--- config.mk ---
export PLATFORM = sky130hd
export DESIGN_NAME = uart_mmio_port
export DESIGN_NICKNAME = d
export VERILOG_FILES = /design/src/rtl/uart_mmio_pkg.sv /design/src/rtl/uart_mmio_decode.sv /design/src/rtl/uart_mmio_strobe.sv /design/src/rtl/uart_mmio_rdpath.sv /design/src/rtl/uart_mmio_port.sv
export SDC_FILE = /design/constraint.sdc
export NUM_CORES = 1
export LEC_CHECK = 0
export BUFFER_PORTS_ARGS = -buffer_cell sky130_fd_sc_hd__clkbuf_2
export CAP_MARGIN = 20
export CORE_MARGIN = 8
export CORE_UTILIZATION = 24
export CTS_CLUSTER_DIAMETER = 30
export DETAILED_ROUTE_END_ITERATION = 8
export PLACE_DENSITY = 0.89
export SYNTH_ARGS = -nofsm -noshare
export SYNTH_HDL_FRONTEND = slang
export SYNTH_SLANG_ARGS = --single-unit
export TNS_END_PERCENT = 100
--- constraint.sdc ---
create_clock -name clk -period 1.5 [get_ports clk]
set_input_delay 0.15 -clock clk [delete_from_list [all_inputs] [get_ports clk]]
set_output_delay 0.15 -clock clk [all_outputs]
set_load 0.02 [all_outputs]
--- src/rtl/uart_mmio_pkg.sv ---
package uart_mmio_pkg;
  localparam int PORT_ADDR_W = 32;
  localparam int PORT_DATA_W = 32;
  localparam int PORT_BYTE_W = 8;
  localparam logic [31:0] PORT_BASE = 32'hFFFF_0000;
  localparam int REG_COUNT = 4;
  localparam int REG_IDX_W = $clog2(REG_COUNT);

  typedef enum logic [REG_IDX_W-1:0] {
    REG_RX_STAT = 2'd0,
    REG_RX_DATA = 2'd1,
    REG_TX_STAT = 2'd2,
    REG_TX_DATA = 2'd3
  } uart_reg_e;
endpackage

--- src/rtl/uart_mmio_decode.sv ---
module uart_mmio_decode
  import uart_mmio_pkg::*;
#(
  parameter int ADDR_W = PORT_ADDR_W,
  parameter logic [ADDR_W-1:0] BASE_ADDR = PORT_BASE
) (
  input  logic [ADDR_W-1:0] addr,
  output logic              win_hit,
  output logic              reg_hit,
  output uart_reg_e         reg_sel
);
  localparam int WIN_LSB = REG_IDX_W + 2;

  // whole window, aligned or not, is withheld from memory
  assign win_hit = (addr[ADDR_W-1:WIN_LSB] == BASE_ADDR[ADDR_W-1:WIN_LSB]);
  // only word-aligned offsets reach a register
  assign reg_hit = win_hit && (addr[1:0] == 2'b00);
  assign reg_sel = uart_reg_e'(addr[WIN_LSB-1:2]);
endmodule

--- src/rtl/uart_mmio_strobe.sv ---
module uart_mmio_strobe
  import uart_mmio_pkg::*;
(
  input  logic      run,
  input  logic      rd_en,
  input  logic      wr_en,
  input  logic      win_hit,
  input  logic      reg_hit,
  input  uart_reg_e reg_sel,
  input  logic      tx_ready,
  output logic      mem_rd_en,
  output logic      mem_wr_en,
  output logic      rx_ready,
  output logic      tx_valid
);
  logic rd_req, wr_req;

  assign rd_req = run && rd_en;
  assign wr_req = run && wr_en;

  always_comb begin
    mem_rd_en = rd_req && !win_hit;
    mem_wr_en = wr_req && !win_hit;
    rx_ready  = 1'b0;
    tx_valid  = 1'b0;
    if (reg_hit) begin
      unique case (reg_sel)
        REG_RX_DATA: rx_ready = rd_req;
        REG_TX_DATA: tx_valid = wr_req && tx_ready;
        default: ;
      endcase
    end
  end
endmodule

--- src/rtl/uart_mmio_rdpath.sv ---
module uart_mmio_rdpath
  import uart_mmio_pkg::*;
#(
  parameter int DATA_W = PORT_DATA_W,
  parameter int BYTE_W = PORT_BYTE_W
) (
  input  logic              clk,
  input  logic              rst_n,
  input  logic              rd_en,
  input  logic              win_hit,
  input  logic              reg_hit,
  input  uart_reg_e         reg_sel,
  input  logic              rx_valid,
  input  logic [BYTE_W-1:0] rx_data,
  input  logic              tx_ready,
  input  logic [DATA_W-1:0] mem_rdata,
  output logic [DATA_W-1:0] rdata
);
  logic [DATA_W-1:0] reg_word [REG_COUNT];
  logic [DATA_W-1:0] word_d, word_q;
  logic              sel_q;

  for (genvar g = 0; g < REG_COUNT; g++) begin : g_word
    if (g == int'(REG_RX_STAT)) begin : g_rxs
      assign reg_word[g] = {{(DATA_W-1){1'b0}}, rx_valid};
    end else if (g == int'(REG_RX_DATA)) begin : g_rxd
      assign reg_word[g] = {{(DATA_W-BYTE_W){1'b0}}, rx_data};
    end else if (g == int'(REG_TX_STAT)) begin : g_txs
      assign reg_word[g] = {{(DATA_W-1){1'b0}}, tx_ready};
    end else begin : g_wo
      assign reg_word[g] = '0;
    end
  end

  assign word_d = reg_hit ? reg_word[reg_sel] : '0;

  always_ff @(posedge clk) begin
    if (!rst_n) begin
      sel_q  <= 1'b0;
      word_q <= '0;
    end else begin
      sel_q <= rd_en && win_hit;
      if (rd_en && win_hit) word_q <= word_d;
    end
  end

  assign rdata = sel_q ? word_q : mem_rdata;
endmodule

--- src/rtl/uart_mmio_port.sv ---
module uart_mmio_port
  import uart_mmio_pkg::*;
#(
  parameter int ADDR_W = PORT_ADDR_W,
  parameter int DATA_W = PORT_DATA_W,
  parameter int BYTE_W = PORT_BYTE_W,
  parameter logic [ADDR_W-1:0] BASE_ADDR = PORT_BASE
) (
  input  logic              clk,
  input  logic              rst_n,
  input  logic [ADDR_W-1:0] cpu_addr,
  input  logic              cpu_rd_en,
  input  logic              cpu_wr_en,
  input  logic [DATA_W-1:0] cpu_wdata,
  output logic [DATA_W-1:0] cpu_rdata,
  output logic              mem_rd_en,
  output logic              mem_wr_en,
  input  logic [DATA_W-1:0] mem_rdata,
  input  logic              rx_valid,
  input  logic [BYTE_W-1:0] rx_data,
  output logic              rx_ready,
  input  logic              tx_ready,
  output logic              tx_valid,
  output logic [BYTE_W-1:0] tx_data
);
  logic      win_hit, reg_hit;
  uart_reg_e reg_sel;
  logic      wdata_hi_unused;

  uart_mmio_decode #(.ADDR_W(ADDR_W), .BASE_ADDR(BASE_ADDR)) u_dec (
    .addr(cpu_addr), .win_hit(win_hit), .reg_hit(reg_hit), .reg_sel(reg_sel)
  );

  uart_mmio_strobe u_stb (
    .run(rst_n), .rd_en(cpu_rd_en), .wr_en(cpu_wr_en),
    .win_hit(win_hit), .reg_hit(reg_hit), .reg_sel(reg_sel),
    .tx_ready(tx_ready), .mem_rd_en(mem_rd_en), .mem_wr_en(mem_wr_en),
    .rx_ready(rx_ready), .tx_valid(tx_valid)
  );

  uart_mmio_rdpath #(.DATA_W(DATA_W), .BYTE_W(BYTE_W)) u_rd (
    .clk(clk), .rst_n(rst_n), .rd_en(cpu_rd_en),
    .win_hit(win_hit), .reg_hit(reg_hit), .reg_sel(reg_sel),
    .rx_valid(rx_valid), .rx_data(rx_data), .tx_ready(tx_ready),
    .mem_rdata(mem_rdata), .rdata(cpu_rdata)
  );

  assign tx_data = cpu_wdata[BYTE_W-1:0];
  assign wdata_hi_unused = ^cpu_wdata[DATA_W-1:BYTE_W];
endmodule

# Word level (Yosys, flattened, before mapping)
# Cells that the tools add are included.
# Widths: inputs -> output; s select.
[totals] inputBits=110 output_inout_bits=44 word_cells=25 reg_bits=33
[op_classes] magnitude_cmp=1 n_mux=9 n_eq_ne=3 n_bitwise=1 n_reduce_logical=9
[ops] cell="$mux 32" n=4
[ops] cell="$bmux 32 s2" n=1
[ops] cell="$eq 28x28->1 const B" n=1
[ops] cell="$logic_and 1x1->1" n=7
[ops] cell="$mux 1" n=4
[ops] cell="$ge 3x3->1 const B" n=1
[ops] cell="$not 2->3" n=1
[ops] cell="$eq 2x1->1 const B" n=1
[ops] cell="$eq 2x2->1 const B" n=1
[ops] cell="$logic_not 2->1" n=1
[ops] cell="$logic_not 1->1" n=1

# Longest topological paths before layout
# Gate-level depths: netlist of run 1.
[depth] depth_word=5 mapped_depth=5 ltp_nobuf=4

# Cells and area by module
# From an unflattened synthesis of run 1, not the netlist that was laid out.
[hier_totals] cells_unflattened=93 hier_area_um2=817.0
[by_module_without_submodules] module="uart_mmio_rdpath" area_each_um2=590.6 seq_area_each_um2=180.2 cells_each=65 n_inst=1
[by_module_without_submodules] module="uart_mmio_decode" area_each_um2=115.1 seq_area_each_um2=0.0 cells_each=14 n_inst=1
[by_module_without_submodules] module="uart_mmio_port" area_each_um2=60.1 seq_area_each_um2=0.0 cells_each=8 n_inst=1
[by_module_without_submodules] module="uart_mmio_strobe" area_each_um2=51.3 seq_area_each_um2=0.0 cells_each=6 n_inst=1

# Worst setup path before layout of run 1
# No wires, ideal clock.
[synth_timing] path_kind="input -> output" start="in cpu_addr[15]" end="out tx_valid" required_ns=1.350 path_stages=4 slack_ns=-0.369 t_arrival_ns=1.719 path_buffers=0 cell_sequence="or4b_4 -> nor4_4 -> nand3_1 -> nor3_1"
[synth_via] elab_chain_len=3
[synth_rtl] item="start: declaration" line="uart_mmio_port.sv:11" rtl="input logic [ADDR_W-1:0] cpu_addr,"
[synth_rtl] item="$eq 28x28->1" line="uart_mmio_decode.sv:15" rtl="assign win_hit = (addr[ADDR_W-1:WIN_LSB] == BASE_ADDR[ADDR_W-1:WIN_LSB]);"
[synth_rtl] item="$logic_and 1x1->1" line="uart_mmio_decode.sv:17" rtl="assign reg_hit = win_hit && (addr[1:0] == 2'b00);"
[synth_rtl] item="$mux 1" line="uart_mmio_strobe.sv:26" rtl="if (reg_hit) begin"
[synth_rtl] item="end: declaration" line="uart_mmio_port.sv:23" rtl="output logic tx_valid,"
# No other way between the ends.

# Worst setup path in the final report of run 1
[layout_timing] start="in cpu_addr[4]" end="out mem_wr_en"
[layout_via] elab_chain_len=3
[layout_rtl] item="$eq 28x28->1" line="uart_mmio_decode.sv:15"
[layout_rtl] item="$logic_not 1->1" line="uart_mmio_strobe.sv:23" rtl="mem_wr_en = wr_req && !win_hit;"
[layout_rtl] item="$logic_and 1x1->1" line="uart_mmio_strobe.sv:23"
[layout_rtl] item="end: declaration" line="uart_mmio_port.sv:17" rtl="output logic mem_wr_en,"
# No other way between the ends.

==> run_results.csv, run 1 <==
group,metric,value,unit
timing,fin_crit_sh,1.18,
status,violations,"negative setup slack",
worst_setup_path,critPathBufInv,2,
synthesis,ys_seq_area_frac,0.216,
worst_setup_path,critPathArrivalTime,1.62,ns
clocking,cts_buffer_depth,2,
power,p_leak,0.867,nW
layout,insertedDiodeCount,0,
global_route,track_usage,0.109,
timing,setup_viol,7,
hold_path,whs_path_depth,3,
timing,fmax,566,MHz
layout,final_cell_count_no_fill,260,
detailed_routing,drt_iter0_drc,22,
timing,skew,0,ns
floorplan,pin_count,154,
power,power_switching,0.000216,W
global_route,grt_max_degree,24,
layout,drive_above_1_share,0.654,
synthesis,syn_inst,104,
power,power_frac_clock,0.265,
floorplan,die_area,5630,sq um
timing,grt_setup_unrepaired,"true",
clocking,clkLatencyLatePin,0.26,ns
worst_setup_path,start_kind,"input port",
detailed_routing,drc_errors,0,
layout,final_cell_mix,"109 x clkbuf_2, 24 x nor2b_1, 16 x nand2_1",
timing,drv_slew,0,
status,status,"complete, but fails checks",
detailed_routing,vias_per_cell,4.32,
worst_setup_path,ff2ff_path_depth,2,
placed_design,place_inst,256,
power,power_frac_seq,0.342,
worst_setup_path,cpMaxStageDelayCell,"or4b_4",
global_route,grt.overflow.total,0,
synthesis,yosysWarnings,0,
clocking,holdBufCountCts,0,
worst_setup_path,required,1.35,ns
timing,slew-limit-headroom,0.812,
worst_setup_path,crit_path_max_fanout,3,
worst_setup_path,r2r-start,"u_rd.word_q[4]",
hold_path,holdPathEnd,"u_rd.word_q[5]",
hold_path,worstHoldStart,"rx_data[5]",
global_route,first_global_vias,1132,
detailed_routing,dr.pass1.iters,4,
clocking,clock-sinks,9,
synthesis,synth_top_cell_by_area,"dfxtp_1",
synthesis,ys_ff_latch,9,
floorplan,start_util,0.250,
detailed_routing,postRouteAntennaNets,0,
power,p_comb_frac,0.393,
layout,areaGrowthSynthToFinish,84.4,%
placed_design,dp_slack,-0.299,ns
synthesis,synthTopCellsByArea,"dfxtp_1 22%, nor2b_1 18%, mux2i_1 11%",
placed_design,hpwlAfterDp,2960,um
synthesis,synth_top_area_frac,0.216,
power,vdd_drop_max,0.169,mV
detailed_routing,wl_per_cell,12.6,um
timing,fin_ws,-0.266,ns
timing,finalHoldViolCount,0,
worst_setup_path,cpLargestDelayFamily,"simple AND/OR/NAND/NOR gates",
worst_setup_path,cp_slowest_stage_delay,0.53,ns
power,power.density,453,nW/um^2
placed_design,io_buffers,113,
placed_design,place_area,1450,sq um
clocking,cts.clk_slew.worst_paths,0.06,ns
layout,layout_commonest_cell,"clkbuf_2",
synthesis,syn_area,836,sq um
power,p_int,0.000482,W
worst_setup_path,cp-end-kind,"output port",
floorplan,core.rowCount,21,
global_route,antenna_found_initial,0,
floorplan,dieHeight,75.0,um
worst_setup_path,critical_path_class,"in -> out",
power,switching_share,0.310,
placed_design,gp_congestion,0.667,
detailed_routing,num_vias,1124,
layout,nets,325,
synthesis,synth_cell_type_count,22,
power,design_power_total,0.000698,W
clocking,h-tree-depth,1,
layout,design_area,1540,sq um
global_route,grt_pass1_wl,4840,um
hold_path,hp-class,"in -> reg",
flow_run,cap_violations,0,
timing,worst_slew_pin_slew,0.279,ns
clocking,cts-root-buf,"clkbuf_4",
clocking,cts_tree,"yes",
floorplan,coreArea,3340,sq um
worst_setup_path,crit_chain,"clkbuf_2, or4b_4, nor4_4, nand3_2, and3_4, buf_8",
worst_setup_path,r2r-end,"u_rd.word_q[4]",
worst_setup_path,ff2ff_setup_slack,0.90,ns
synthesis,syn_area_per_cell,8.04,sq um
synthesis,synth_nets,214,
timing,post-route-min-period,1.77,ns
clocking,numCtsBuffers,3,
detailed_routing,routed_wl,3270,um
floorplan,fp.dieW,75.0,um
[area by class of cell]
class                      count  area (sq um)
multi-input combinational     80           604
timing repair buffer         119           664
tap                           46          57.6
inverter                       2          7.51
sequential                     9           181
fill                         361          1800
clock buffer                   4          26.3
[sequential cells by signal (all words and copies together) (netlist names)]
register	cells
u_rd.sel_q	1
u_rd.word_q	8
[per-layer routing]
metal  track usage  vias up  wire length (um)
met5             0        -                 0
met4        0.0478        0                 4
met3        0.0519        2               584
met2         0.208       65              1650
met1        0.0938      487              1020
li1              -      570                 -
[what timing repair did]
action                                  4_1_cts  5_1_grt
endpoints found under the setup margin       14       20
resized for setup                            11        7
setup buffers                                 1        1
pin swaps                                     7        6
[cells in the mapped netlist]
master and instances:
nand2_1 16, nor2b_1 24, and4_1 1, clkbuf_1 5
mux2i_1 9, or4b_4 1, and3_1 2, nand3_1 2
nor4_4 1, buf_4 8, nand4_4 1, nor2_1 4
inv_1 2, nor3_1 1, o21ai_0 1, or4_1 2
mux2_2 8, dfxtp_1 9, nand4_1 4, and4b_1 1
nand3b_1 1, nand4b_1 1
[per-stage QoR]
stage | utilization | setup TNS [ns] | hold WS, ns
6_report | 0.462 | -1.01 | 0.110
5_1_grt | 0.462 | -1.62 | 0.113
2_1_floorplan | - | -1.11 | 0.289
4_1_cts | 0.459 | -1.26 | 0.106
3_3_place_gp | 0.434 | -3.49 | 0.300
3_5_place_dp | 0.434 | -3.60 | 0.300
[worst max-delay path by stage]
stage / from / to / slack, ns / cells past startpoint
after floorplan: cpu_addr[15] / tx_valid / -0.15 / 4
final: cpu_addr[4] / mem_wr_en / -0.27 / 6
after detailed placement: cpu_addr[15] / mem_wr_en / -0.30 / 6
after global placement: cpu_addr[15] / mem_wr_en / -0.29 / 6
after CTS: cpu_addr[13] / mem_wr_en / -0.29 / 6
after global routing: cpu_addr[4] / mem_wr_en / -0.32 / 6
[power by group through the flow]
stage	clock network, W	registers [W]	logic [W]
2_1_floorplan	0	0.000244	0.000152
3_3_place_gp	0	0.000244	0.000264
3_5_place_dp	0	0.000244	0.000269
4_1_cts	0.000194	0.000239	0.000277
5_1_grt	0.000207	0.000239	0.000299
6_report	0.000185	0.000239	0.000274
[kinds of logic after synthesis]
family / Yosys count / synth area share
AND/OR/NAND/NOR: 62 / 0.460
AO/OA/AOI/OAI: 1 / 0.00598
multiplexers: 17 / 0.216
flip-flops: 9 / 0.216
buffers and inverters: 15 / 0.103
[worst min-delay path, stage by stage]
cell and delay, ns:
clkbuf_2 0.08, nand2_1 0.04, mux2i_1 0.05
Power figures use the tool's default switching activity.
==> inputs of run 2 (changes only) <==
- SKIP_LAST_GASP: default -> 1
==> run 2 against run 1 <==
Against the previous run:
- the run still ends with negative setup slack left
- worst setup slack did not move
- clock-buffer cell count stayed put
- power barely moved
- sequential cell count is the same
- clock power is essentially flat
- clock skew did not move
- worst hold slack about the same
- global-route usage unchanged
- final cell count did not move
- largest cell class unchanged
- critical path type unchanged
- sequential share of layout area is essentially flat
- fmax unchanged
==> run_results.csv, run 2 (synthesized netlist as in run 1, its figures left out) <==
group,metric,value,unit
status,status,"complete, but fails checks",
status,violations,"negative setup slack",
detailed_routing,drt_iter0_drc,22,
hold_path,whs_path_depth,3,
worst_setup_path,cp-end-kind,"output port",
worst_setup_path,start_kind,"input port",
hold_path,worstHoldStart,"rx_data[5]",
detailed_routing,routed_wl,3270,um
timing,post-route-min-period,1.77,ns
layout,layout_commonest_cell,"clkbuf_2",
floorplan,start_util,0.250,
clocking,cts.clk_slew.worst_paths,0.06,ns
timing,drv_slew,0,
layout,reg_top3,"u_rd.word_q x8, u_rd.sel_q x1",
hold_path,holdPathEnd,"u_rd.word_q[5]",
floorplan,core.rowCount,21,
placed_design,gp_congestion,0.667,
timing,slew-limit-headroom,0.812,
clocking,cts_buffer_depth,2,
placed_design,io_buffers,113,
clocking,cts-root-buf,"clkbuf_4",
layout,nFillCells,362,
power,p_leak,0.866,nW
clocking,h-tree-depth,1,
floorplan,coreArea,3340,sq um
floorplan,dieHeight,75.0,um
hold_path,hp-class,"in -> reg",
global_route,antenna_found_initial,0,
timing,skew,0,ns
clocking,cts_tree,"yes",
worst_setup_path,ff2ff_setup_slack,0.90,ns
layout,final_cell_mix,"109 x clkbuf_2, 24 x nor2b_1, 16 x nand2_1",
detailed_routing,num_vias,1124,
layout,nets,325,
flow_run,cap_violations,0,
worst_setup_path,cpLargestDelayFamily,"simple AND/OR/NAND/NOR gates",
timing,worst_slew_pin_slew,0.279,ns
layout,drive_above_1_share,0.654,
worst_setup_path,r2r-start,"u_rd.word_q[4]",
global_route,grt.overflow.total,0,
timing,grt_setup_unrepaired,"true",
global_route,first_global_vias,1132,
floorplan,fp.dieW,75.0,um
global_route,grt_max_degree,24,
placed_design,hpwlAfterDp,2960,um
clocking,clock-sinks,9,
floorplan,die_area,5630,sq um
timing,finalHoldViolCount,0,
global_route,track_usage,0.109,
clocking,holdBufCountCts,0,
timing,fin_ws,-0.266,ns
worst_setup_path,critPathBufInv,2,
worst_setup_path,critPathArrivalTime,1.62,ns
detailed_routing,vias_per_cell,4.32,
power,power.density,453,nW/um^2
detailed_routing,postRouteAntennaNets,0,
worst_setup_path,cpMaxStageDelayCell,"or4b_4",
layout,top_register,"u_rd.word_q",
timing,setup_viol,7,
global_route,grt_pass1_wl,4840,um
floorplan,pin_count,154,
detailed_routing,wl_per_cell,12.6,um
layout,largest_reg_flops,8,
worst_setup_path,cp_slowest_stage_delay,0.53,ns
worst_setup_path,ff2ff_path_depth,2,
worst_setup_path,crit_path_max_fanout,3,
worst_setup_path,required,1.35,ns
layout,final_core_util,0.462,
layout,insertedDiodeCount,0,
detailed_routing,drc_errors,0,
power,design_power_total,0.000698,W
placed_design,dp_slack,-0.299,ns
timing,fin_crit_sh,1.18,
worst_setup_path,r2r-end,"u_rd.word_q[4]",
worst_setup_path,crit_chain,"clkbuf_2, or4b_4, nor4_4, nand3_2, and3_4, buf_8",
timing,fmax,566,MHz
clocking,numCtsBuffers,3,
power,vdd_drop_max,0.169,mV
worst_setup_path,critical_path_class,"in -> out",
layout,areaGrowthSynthToFinish,84.3,%
clocking,clkLatencyLatePin,0.26,ns
detailed_routing,dr.pass1.iters,4,
run 2: cell types whose count changed in the layout (fill, tap and decap cells not counted):
cell and change:
clkbuf_8 +1, buf_8 -1
run 2: power breakdown:
part           total (W)  internal (W)      switching [W]
Combinational   0.000274      0.000141           0.000134
Sequential      0.000239      0.000239  0.000000000000122
Clock           0.000185      0.000102          0.0000824
Total           0.000698      0.000482           0.000216
run 2: area by class of cell:
cell class	instances	area, sq um	share of cell area
Clock buffer	4	26.3	0.0171
Inverter	2	7.51	0.00487
Tap cell	46	57.6	0.0374
Multi-Input combinational cell	80	604	0.392
Sequential cell	9	181	0.118
Timing Repair Buffer	119	663	0.431
run 2: what timing repair did:
| action | in CTS | in global routing |
|---|---|---|
| setup endpoints to repair | 14 | 20 |
| buffers inserted | 1 | 1 |
| pin swaps | 7 | 6 |
| resized for setup | 11 | 6 |
run 2: routing by layer:
metal  vias to the layer above  part of all wire  global-route usage
met1                       487              0.31              0.0938
met4                         0            0.0012              0.0478
met3                         2              0.18              0.0519
met2                        65              0.51               0.208
met5                         -                 0                   0
li1                        570                 -                   -
run 2: metrics by stage:
step	hold WS (ns)	TNS (ns)	area, sq um	cells
global placement	0.300	-3.49	1450	256
floorplan	0.289	-1.11	860	104
detailed placement	0.300	-3.60	1450	256
finish	0.110	-1.02	1540	260
global route	0.113	-1.63	1540	260
CTS	0.106	-1.26	1530	261
run 2: worst max path at each step:
stage / startpoint / cells after the start / end
2_1_floorplan: cpu_addr[15] / 4 / tx_valid
3_3_place_gp: cpu_addr[15] / 6 / mem_wr_en
3_5_place_dp: cpu_addr[15] / 6 / mem_wr_en
4_1_cts: cpu_addr[13] / 6 / mem_wr_en
5_1_grt: cpu_addr[4] / 6 / mem_wr_en
6_report: cpu_addr[4] / 6 / mem_wr_en
run 2: tightest hold or removal path, cell delays in order:
cell      delay, ns
clkbuf_2       0.08
nand2_1        0.04
mux2i_1        0.05
